--- src/rtl/ldc_pkg.sv ---
// Shared types and field geometry for the load-delay slot classifier.
// Assumes a 32-bit word with a 6-bit opcode at the top and 5-bit register fields.
package ldc_pkg;
    localparam int WORD_W = 32;
    localparam int RIDX_W = 5;
    localparam int OPC_W  = 6;
    localparam int FN_W   = 6;
    localparam int RS_LSB = 21;
    localparam int RT_LSB = 16;
    localparam int RD_LSB = 11;

    typedef enum logic [1:0] {
        REL_NONE  = 2'd0,
        REL_BOTH  = 2'd1,
        REL_READ  = 2'd2,
        REL_WRITE = 2'd3
    } rel_t;

    typedef enum logic [1:0] {
        DST_NONE = 2'd0,
        DST_RD   = 2'd1,
        DST_RT   = 2'd2,
        DST_LINK = 2'd3
    } dst_t;

    // Which fields an instruction reads, which one it writes, and whether the
    // write test takes precedence over the combined test.
    typedef struct packed {
        logic src_rs;
        logic src_rt;
        dst_t dst;
        logic write_first;
    } rule_t;

    function automatic rule_t mk_rule(input logic rs_in, input logic rt_in,
                                      input dst_t d, input logic wf);
        rule_t r;
        r.src_rs      = rs_in;
        r.src_rt      = rt_in;
        r.dst         = d;
        r.write_first = wf;
        return r;
    endfunction
endpackage

--- src/rtl/ldc_rule_decode.sv ---
// Maps opcode, function code and sub-fields to a register-usage rule.
// Assumes the word has already been split into fields; unknown encodings give
// an empty rule (no source, no destination).
module ldc_rule_decode
    import ldc_pkg::*;
#(
    parameter int RW = RIDX_W
) (
    input  logic [OPC_W-1:0] opc,
    input  logic [FN_W-1:0]  fn,
    input  logic [RW-1:0]    rs,
    input  logic [RW-1:0]    rt,
    output rule_t            rule
);
    // Purpose: select the usage rule for the decoded instruction format.
    always_comb begin
        rule = mk_rule(1'b0, 1'b0, DST_NONE, 1'b0);
        case (opc) inside
            6'h00: begin
                case (fn) inside
                    6'h00, 6'h02, 6'h03:
                        rule = mk_rule(1'b0, 1'b1, DST_RD, 1'b0);
                    6'h04, 6'h06, 6'h07, [6'h20:6'h27], 6'h2A, 6'h2B:
                        rule = mk_rule(1'b1, 1'b1, DST_RD, 1'b0);
                    6'h08, 6'h11, 6'h13:
                        rule = mk_rule(1'b1, 1'b0, DST_NONE, 1'b0);
                    6'h09:
                        rule = mk_rule(1'b1, 1'b0, DST_RD, 1'b0);
                    6'h10, 6'h12:
                        rule = mk_rule(1'b0, 1'b0, DST_RD, 1'b0);
                    [6'h18:6'h1B]:
                        rule = mk_rule(1'b1, 1'b1, DST_NONE, 1'b0);
                    default: ;
                endcase
            end
            6'h01: begin
                if (rt == 5'h00 || rt == 5'h02 || rt == 5'h10 || rt == 5'h12)
                    rule = mk_rule(1'b1, 1'b0, DST_NONE, 1'b0);
            end
            6'h03:
                rule = mk_rule(1'b0, 1'b0, DST_LINK, 1'b0);
            6'h04, 6'h05:
                rule = mk_rule(1'b1, 1'b1, DST_NONE, 1'b0);
            6'h06, 6'h07, 6'h32, 6'h3A:
                rule = mk_rule(1'b1, 1'b0, DST_NONE, 1'b0);
            [6'h08:6'h0E], 6'h20, 6'h21, 6'h23, 6'h24, 6'h25:
                rule = mk_rule(1'b1, 1'b0, DST_RT, 1'b0);
            6'h0F:
                rule = mk_rule(1'b0, 1'b0, DST_RT, 1'b0);
            6'h10, 6'h12: begin
                if (rs == 5'h00 || rs == 5'h02)
                    rule = mk_rule(1'b0, 1'b0, DST_RT, 1'b0);
                else if (rs == 5'h04 || rs == 5'h06)
                    rule = mk_rule(1'b0, 1'b1, DST_NONE, 1'b0);
            end
            6'h22, 6'h26:
                rule = mk_rule(1'b1, 1'b0, DST_RT, 1'b1);
            6'h28, 6'h29, 6'h2A, 6'h2B, 6'h2E:
                rule = mk_rule(1'b1, 1'b1, DST_NONE, 1'b0);
            default: ;
        endcase
    end
endmodule

--- src/rtl/ldc_rule_apply.sv ---
// Compares the fields named by a usage rule against the pending load register
// and resolves read/write hits into a relation code.
// Assumes the rule is stable within the cycle; purely combinational.
module ldc_rule_apply
    import ldc_pkg::*;
#(
    parameter int RW       = RIDX_W,
    parameter int LINK_REG = 31
) (
    input  rule_t         rule,
    input  logic [RW-1:0] rs,
    input  logic [RW-1:0] rt,
    input  logic [RW-1:0] rd,
    input  logic [RW-1:0] lreg,
    output rel_t          rel
);
    logic hit_w;
    logic hit_r;

    // Purpose: detect whether the destination named by the rule is the load register.
    always_comb begin
        case (rule.dst)
            DST_RD:   hit_w = (rd == lreg);
            DST_RT:   hit_w = (rt == lreg);
            DST_LINK: hit_w = (lreg == RW'(LINK_REG));
            default:  hit_w = 1'b0;
        endcase
    end

    // Purpose: detect whether any source named by the rule is the load register.
    always_comb hit_r = (rule.src_rs && rs == lreg) || (rule.src_rt && rt == lreg);

    // Purpose: resolve hits into a relation using the rule's precedence.
    always_comb begin
        if (rule.write_first)
            rel = hit_w ? REL_WRITE : (hit_r ? REL_READ : REL_NONE);
        else if (hit_w && hit_r)
            rel = REL_BOTH;
        else if (hit_r)
            rel = REL_READ;
        else if (hit_w)
            rel = REL_WRITE;
        else
            rel = REL_NONE;
    end
endmodule

--- src/rtl/ldc_dload_detect.sv ---
// Flags instruction words that are delayed loads (memory loads, coprocessor
// load, coprocessor move-from and control-from).
// Assumes opcode and rs positions fixed by ldc_pkg.
module ldc_dload_detect
    import ldc_pkg::*;
#(
    parameter int WW = WORD_W
) (
    input  logic [WW-1:0] word,
    output logic          hit
);
    logic [OPC_W-1:0]  opc;
    logic [RIDX_W-1:0] rs;
    logic              unused_bits;

    assign opc         = word[WW-1 -: OPC_W];
    assign rs          = word[RS_LSB +: RIDX_W];
    assign unused_bits = ^word[RS_LSB-1:0];

    // Purpose: recognise the delayed-load encodings.
    always_comb begin
        case (opc) inside
            [6'h20:6'h26], 6'h32: hit = 1'b1;
            6'h10, 6'h12:         hit = (rs == 5'h00) || (rs == 5'h02);
            default:              hit = 1'b0;
        endcase
    end
endmodule

--- src/rtl/ldc_classifier.sv ---
// Top of the load-delay slot classifier: decodes the slot word against the
// pending load register and flags delayed-load current words; results are
// registered one cycle after the valid strobe.
// Assumes a synchronous active-low reset and one slot query per cycle.
module ldc_classifier
    import ldc_pkg::*;
#(
    parameter int WW       = WORD_W,
    parameter int RW       = RIDX_W,
    parameter int LINK_REG = 31
) (
    input  logic          clk,
    input  logic          rst_n,
    input  logic          in_valid,
    input  logic [RW-1:0] load_reg,
    input  logic [WW-1:0] slot_word,
    input  logic [WW-1:0] cur_word,
    output logic          out_valid,
    output logic [1:0]    out_class,
    output logic          out_dload
);
    logic [OPC_W-1:0] opc;
    logic [FN_W-1:0]  fn;
    logic [RW-1:0]    f_rs;
    logic [RW-1:0]    f_rt;
    logic [RW-1:0]    f_rd;
    logic             is_nop;
    rule_t            rule;
    rel_t             rel;
    logic             dl_hit;

    assign opc    = slot_word[WW-1 -: OPC_W];
    assign fn     = slot_word[FN_W-1:0];
    assign f_rs   = slot_word[RS_LSB +: RW];
    assign f_rt   = slot_word[RT_LSB +: RW];
    assign f_rd   = slot_word[RD_LSB +: RW];
    assign is_nop = (slot_word == '0);

    ldc_rule_decode #(.RW(RW)) u_decode (
        .opc  (opc),
        .fn   (fn),
        .rs   (f_rs),
        .rt   (f_rt),
        .rule (rule)
    );

    ldc_rule_apply #(.RW(RW), .LINK_REG(LINK_REG)) u_apply (
        .rule (rule),
        .rs   (f_rs),
        .rt   (f_rt),
        .rd   (f_rd),
        .lreg (load_reg),
        .rel  (rel)
    );

    ldc_dload_detect #(.WW(WW)) u_dload (
        .word (cur_word),
        .hit  (dl_hit)
    );

    // Purpose: register the relation and detector flag, cleared when idle or in reset.
    always_ff @(posedge clk) begin
        if (!rst_n) begin
            out_valid <= 1'b0;
            out_class <= REL_NONE;
            out_dload <= 1'b0;
        end else begin
            out_valid <= in_valid;
            out_class <= (in_valid && !is_nop) ? rel : REL_NONE;
            out_dload <= in_valid && dl_hit;
        end
    end
endmodule

--- config.mk ---
export PLATFORM = sky130hd
export DESIGN_NAME = ldc_classifier
export DESIGN_NICKNAME = d
export VERILOG_FILES = /design/src/rtl/ldc_pkg.sv /design/src/rtl/ldc_rule_decode.sv /design/src/rtl/ldc_rule_apply.sv /design/src/rtl/ldc_dload_detect.sv /design/src/rtl/ldc_classifier.sv
export SDC_FILE = /design/constraint.sdc
export NUM_CORES = 1
export LEC_CHECK = 0
export ABC_AREA = 1
export BUFFER_PORTS_ARGS = -buffer_cell sky130_fd_sc_hd__buf_4
export CAP_MARGIN = 20
export CORE_ASPECT_RATIO = 1.2
export CORE_MARGIN = 5
export CORE_UTILIZATION = 35
export CTS_CLUSTER_DIAMETER = 60
export DETAILED_ROUTE_END_ITERATION = 7
export PLACE_DENSITY = 0.76
export SYNTH_ARGS = -nofsm -noshare
export SYNTH_HDL_FRONTEND = slang
export SYNTH_SLANG_ARGS = --single-unit
--- constraint.sdc ---
create_clock -name clk -period 1.5 [get_ports clk]
set_input_delay 0.15 -clock clk [delete_from_list [all_inputs] [get_ports clk]]
set_output_delay 0.15 -clock clk [all_outputs]
set_load 0.02 [all_outputs]
==> impl_metrics.sql <==
INSERT INTO impl_metrics (metric_group, metric, value, unit) VALUES
('synthesis', 'syn_area_per_cell', '5.538', 'µm²'),
('floorplanning', 'design.die.area', '3812', 'µm²'),
('global_routing', 'maximum_number_of_pins_on_one_net_before_global_route_repair', '9', ''),
('sta', 'finalMaxSlewViolations', '0', ''),
('critical_path', 'cpMaxStageDelayCell', 'or2_0', ''),
('sta', 'fin_hold_ws', '0.09163', 'ns'),
('placement', 'placedInstanceArea', '1525', 'µm²'),
('synthesis', 'synthesis.area', '935.9', 'µm²'),
('sta', 'timing.slew.headroom', '77.92', '%'),
('sta', 'unrepaired_setup_endpoints_after_global_routing', 'true', ''),
('placement', 'dpl.hpwl', '2.638', 'mm'),
('layout', 'multi_input_area', '752.0', 'µm²'),
('layout', 'drive_gt1_share', '41.94', '%'),
('sta', 'max_freq', '685.2', 'MHz'),
('cts', 'cts_inserted_buffers', '3', ''),
('global_routing', 'grt_pass1_wl', '4.774', 'mm'),
('synthesis', 'async_flop_share', '0', '%'),
('power', 'power_dens_cells', '356.9', 'nW/µm²'),
('cts', 'cts_tree', 'built', ''),
('global_routing', 'globalRoute.totalOverflow', '0', ''),
('critical_path', 'crit_path_max_fanout', '4', ''),
('synthesis', 'synth_edf_count', '0', ''),
('layout', 'layout.nets', '323', ''),
('route', 'avgRoutedWirePerCell', '11.11', 'µm'),
('floorplanning', 'die_height', '66.65', 'µm'),
('power', 'p_leak', '0.8749', 'nW'),
('global_routing', 'global_route.usage.met1', '16.32', '%'),
('critical_path', 'worst_setup_path_endpoint', 'out_class[1]$_SDFF_PN0_', ''),
('synthesis', 'ys_seq_area_share', '8.556', '%'),
('cts', 'ctsHoldBuffers', '0', ''),
('global_routing', 'use_met2', '31.71', '%'),
('synthesis', 'synthFlopType', 'dfxtp_1', ''),
('floorplanning', 'num_rows', '20', ''),
('sta', 'finalCritPeriodShare', '97.29', '%'),
('cts', 'clock_transition_at_path_regs', '0.04', 'ns'),
('critical_path', 'critical_path.endpoint_type', 'register', ''),
('sta', 'finalSetupViolations', '0', ''),
('critical_path', 'timing.critical_path.cells', 'buf_8 -> nor2_4 -> buf_6 -> nand4_1 -> and3_1 -> nand4_1 -> nand2_1 -> nand3_1 -> nand2_1 -> ha_2 -> or2_0 -> a21oi_2', ''),
('cts', 'cts-root-to-sink-buffers', '2', ''),
('route', 'ant_nets', '0', ''),
('layout', 'ff_latch_area', '80.08', 'µm²'),
('floorplanning', 'dieWidth', '57.21', 'µm'),
('cts', 'clock-root-buffer', 'clkbuf_4', ''),
('sta', 'post_layout_min_period', '1.459', 'ns'),
('critical_path', 'worstSetupStartpointType', 'input port', ''),
('synthesis', 'syn-num-nets', '242', ''),
('route', 'initialDrtViolationCount', '29', ''),
('hold_path', 'hold_path_class', 'in2reg', ''),
('synthesis', 'synthesis.yosys.warnings', '0', ''),
('critical_path', 'critPathRequiredTime', '1.67', 'ns'),
('critical_path', 'critical_path_arrival', '1.63', 'ns'),
('route', 'num_vias', '1352', ''),
('route', 'drt_pass1_iterations', '4', ''),
('synthesis', 'netlist.top_cell.by_area', 'nand2_1', ''),
('global_routing', 'grt_antenna_before_repair', '0', ''),
('hold_path', 'holdPathStages', '2', ''),
('global_routing', 'track_usage', '15.44', '%'),
('floorplanning', 'io_pins', '76', ''),
('global_routing', 'met3_global_route_usage', '0', '%'),
('synthesis', 'yosys_register_bits', '4', ''),
('synthesis', 'ys_top_cells_by_area', 'nand2_1 15%, inv_1 13%, nand3_1 11%, dfxtp_1 8.6%, nand4_1 7.4%', ''),
('cts', 'clock_sink_count', '4', ''),
('global_routing', 'first_global_vias', '1266', ''),
('critical_path', 'cp-startpoint', 'slot_word[30]', ''),
('layout', 'area_growth_from_synthesis_to_layout', '73.66', '%'),
('status', 'run_status', 'finished, final reports clean', ''),
('synthesis', 'yosysMostFrequentCell', 'nand2_1', ''),
('placement', 'numPortBuffers', '53', ''),
('run', 'cap_violations', '0', ''),
('synthesis', 'ys_types', '33', ''),
('sta', 'final_hold_viol_count', '0', '');
sequential cells by signal (all words and copies together) (netlist names):
signal,flops
out_class,2
out_dload,1
out_valid,1
how the worst min path moves through the flow:
stage                                end          from
global placement    out_dload$_SDFF_PN0_  cur_word[29]
global route        out_dload$_SDFF_PN0_  cur_word[29]
detailed placement  out_dload$_SDFF_PN0_  cur_word[29]
CTS                 out_dload$_SDFF_PN0_  cur_word[29]
floorplan           out_dload$_SDFF_PN0_  cur_word[29]
finish              out_dload$_SDFF_PN0_  cur_word[29]
worst max-delay path, delay by kind of cell:
family	cells	cell delay, ns
and+or+nand+nor	8	0.97
buffers and inverters	2	0.24
adders and majority gates	1	0.16
AOI/OAI and AO/OA	1	0.11
layer usage:
metal | share of wire (%) | vias up
li1 | - | 708
met1 | 37 | 613
met2 | 60 | 26
met3 | 2.4 | 5
met4 | 1.2 | 0
met5 | 0 | -
placed cells by master (no fill, tap or decap), drive strengths merged, types with 2 or more instances in the layout:
cell	n
nand3	23
a31oi	2
inv	35
clkbuf	3
buf	76
dfxtp	4
nand4	11
nor3	7
xor2	7
clkinv	2
nand2	39
a21oi	6
o211ai	2
or2	3
nor2	19
layout make-up:
| type | instances | share of cell area (%) |
|---|---|---|
| repair buffers | 76 | 36.26 |
| inverters | 37 | 8.622 |
| well taps | 33 | 2.540 |
| clock buffers | 3 | 1.386 |
| flip-flops and latches | 4 | 4.927 |
| multi-input cells | 128 | 46.27 |
power breakdown:
| part | internal (mW) | switching, mW | leakage, nW |
|---|---|---|---|
| sequential | 0.109 | 0.000561 | 0.0325 |
| combinational | 0.181 | 0.157 | 0.829 |
| clock | 0.0894 | 0.0432 | 0.0138 |
stage by stage:
step	setup slack [ns]	TNS (ns)	power, mW
6_report	0.04066	0	0.5801
3_3_place_gp	-0.1828	-0.1828	0.4238
4_1_cts	0.02187	0	0.5664
2_1_floorplan	0.04102	0	0.2402
3_5_place_dp	-0.2167	-0.2167	0.4281
5_1_grt	-0.07983	-0.07983	0.6286
timing repair:
action | CTS | global route
hold endpoints to repair | 0 | 0
setup endpoints to repair | 0 | 1
setup buffers | 0 | 3
gates resized for setup | 0 | 15
logic make-up (layout without fill, tap and decap cells):
kind of cell             Yosys count  after routing  synth area share (%)
AO/OA/AOI/OAI                     14             14                 11.23
XOR/XNOR                           8              8                 7.487
adder cells (fa/ha/maj)            1              1                 1.337
buffers and inverters             37            116                 14.97
flip-flops                         4              4                 8.556
AND/OR/NAND/NOR                  105            105                 56.42
Note: power is estimated with default switching activity, not from simulation.
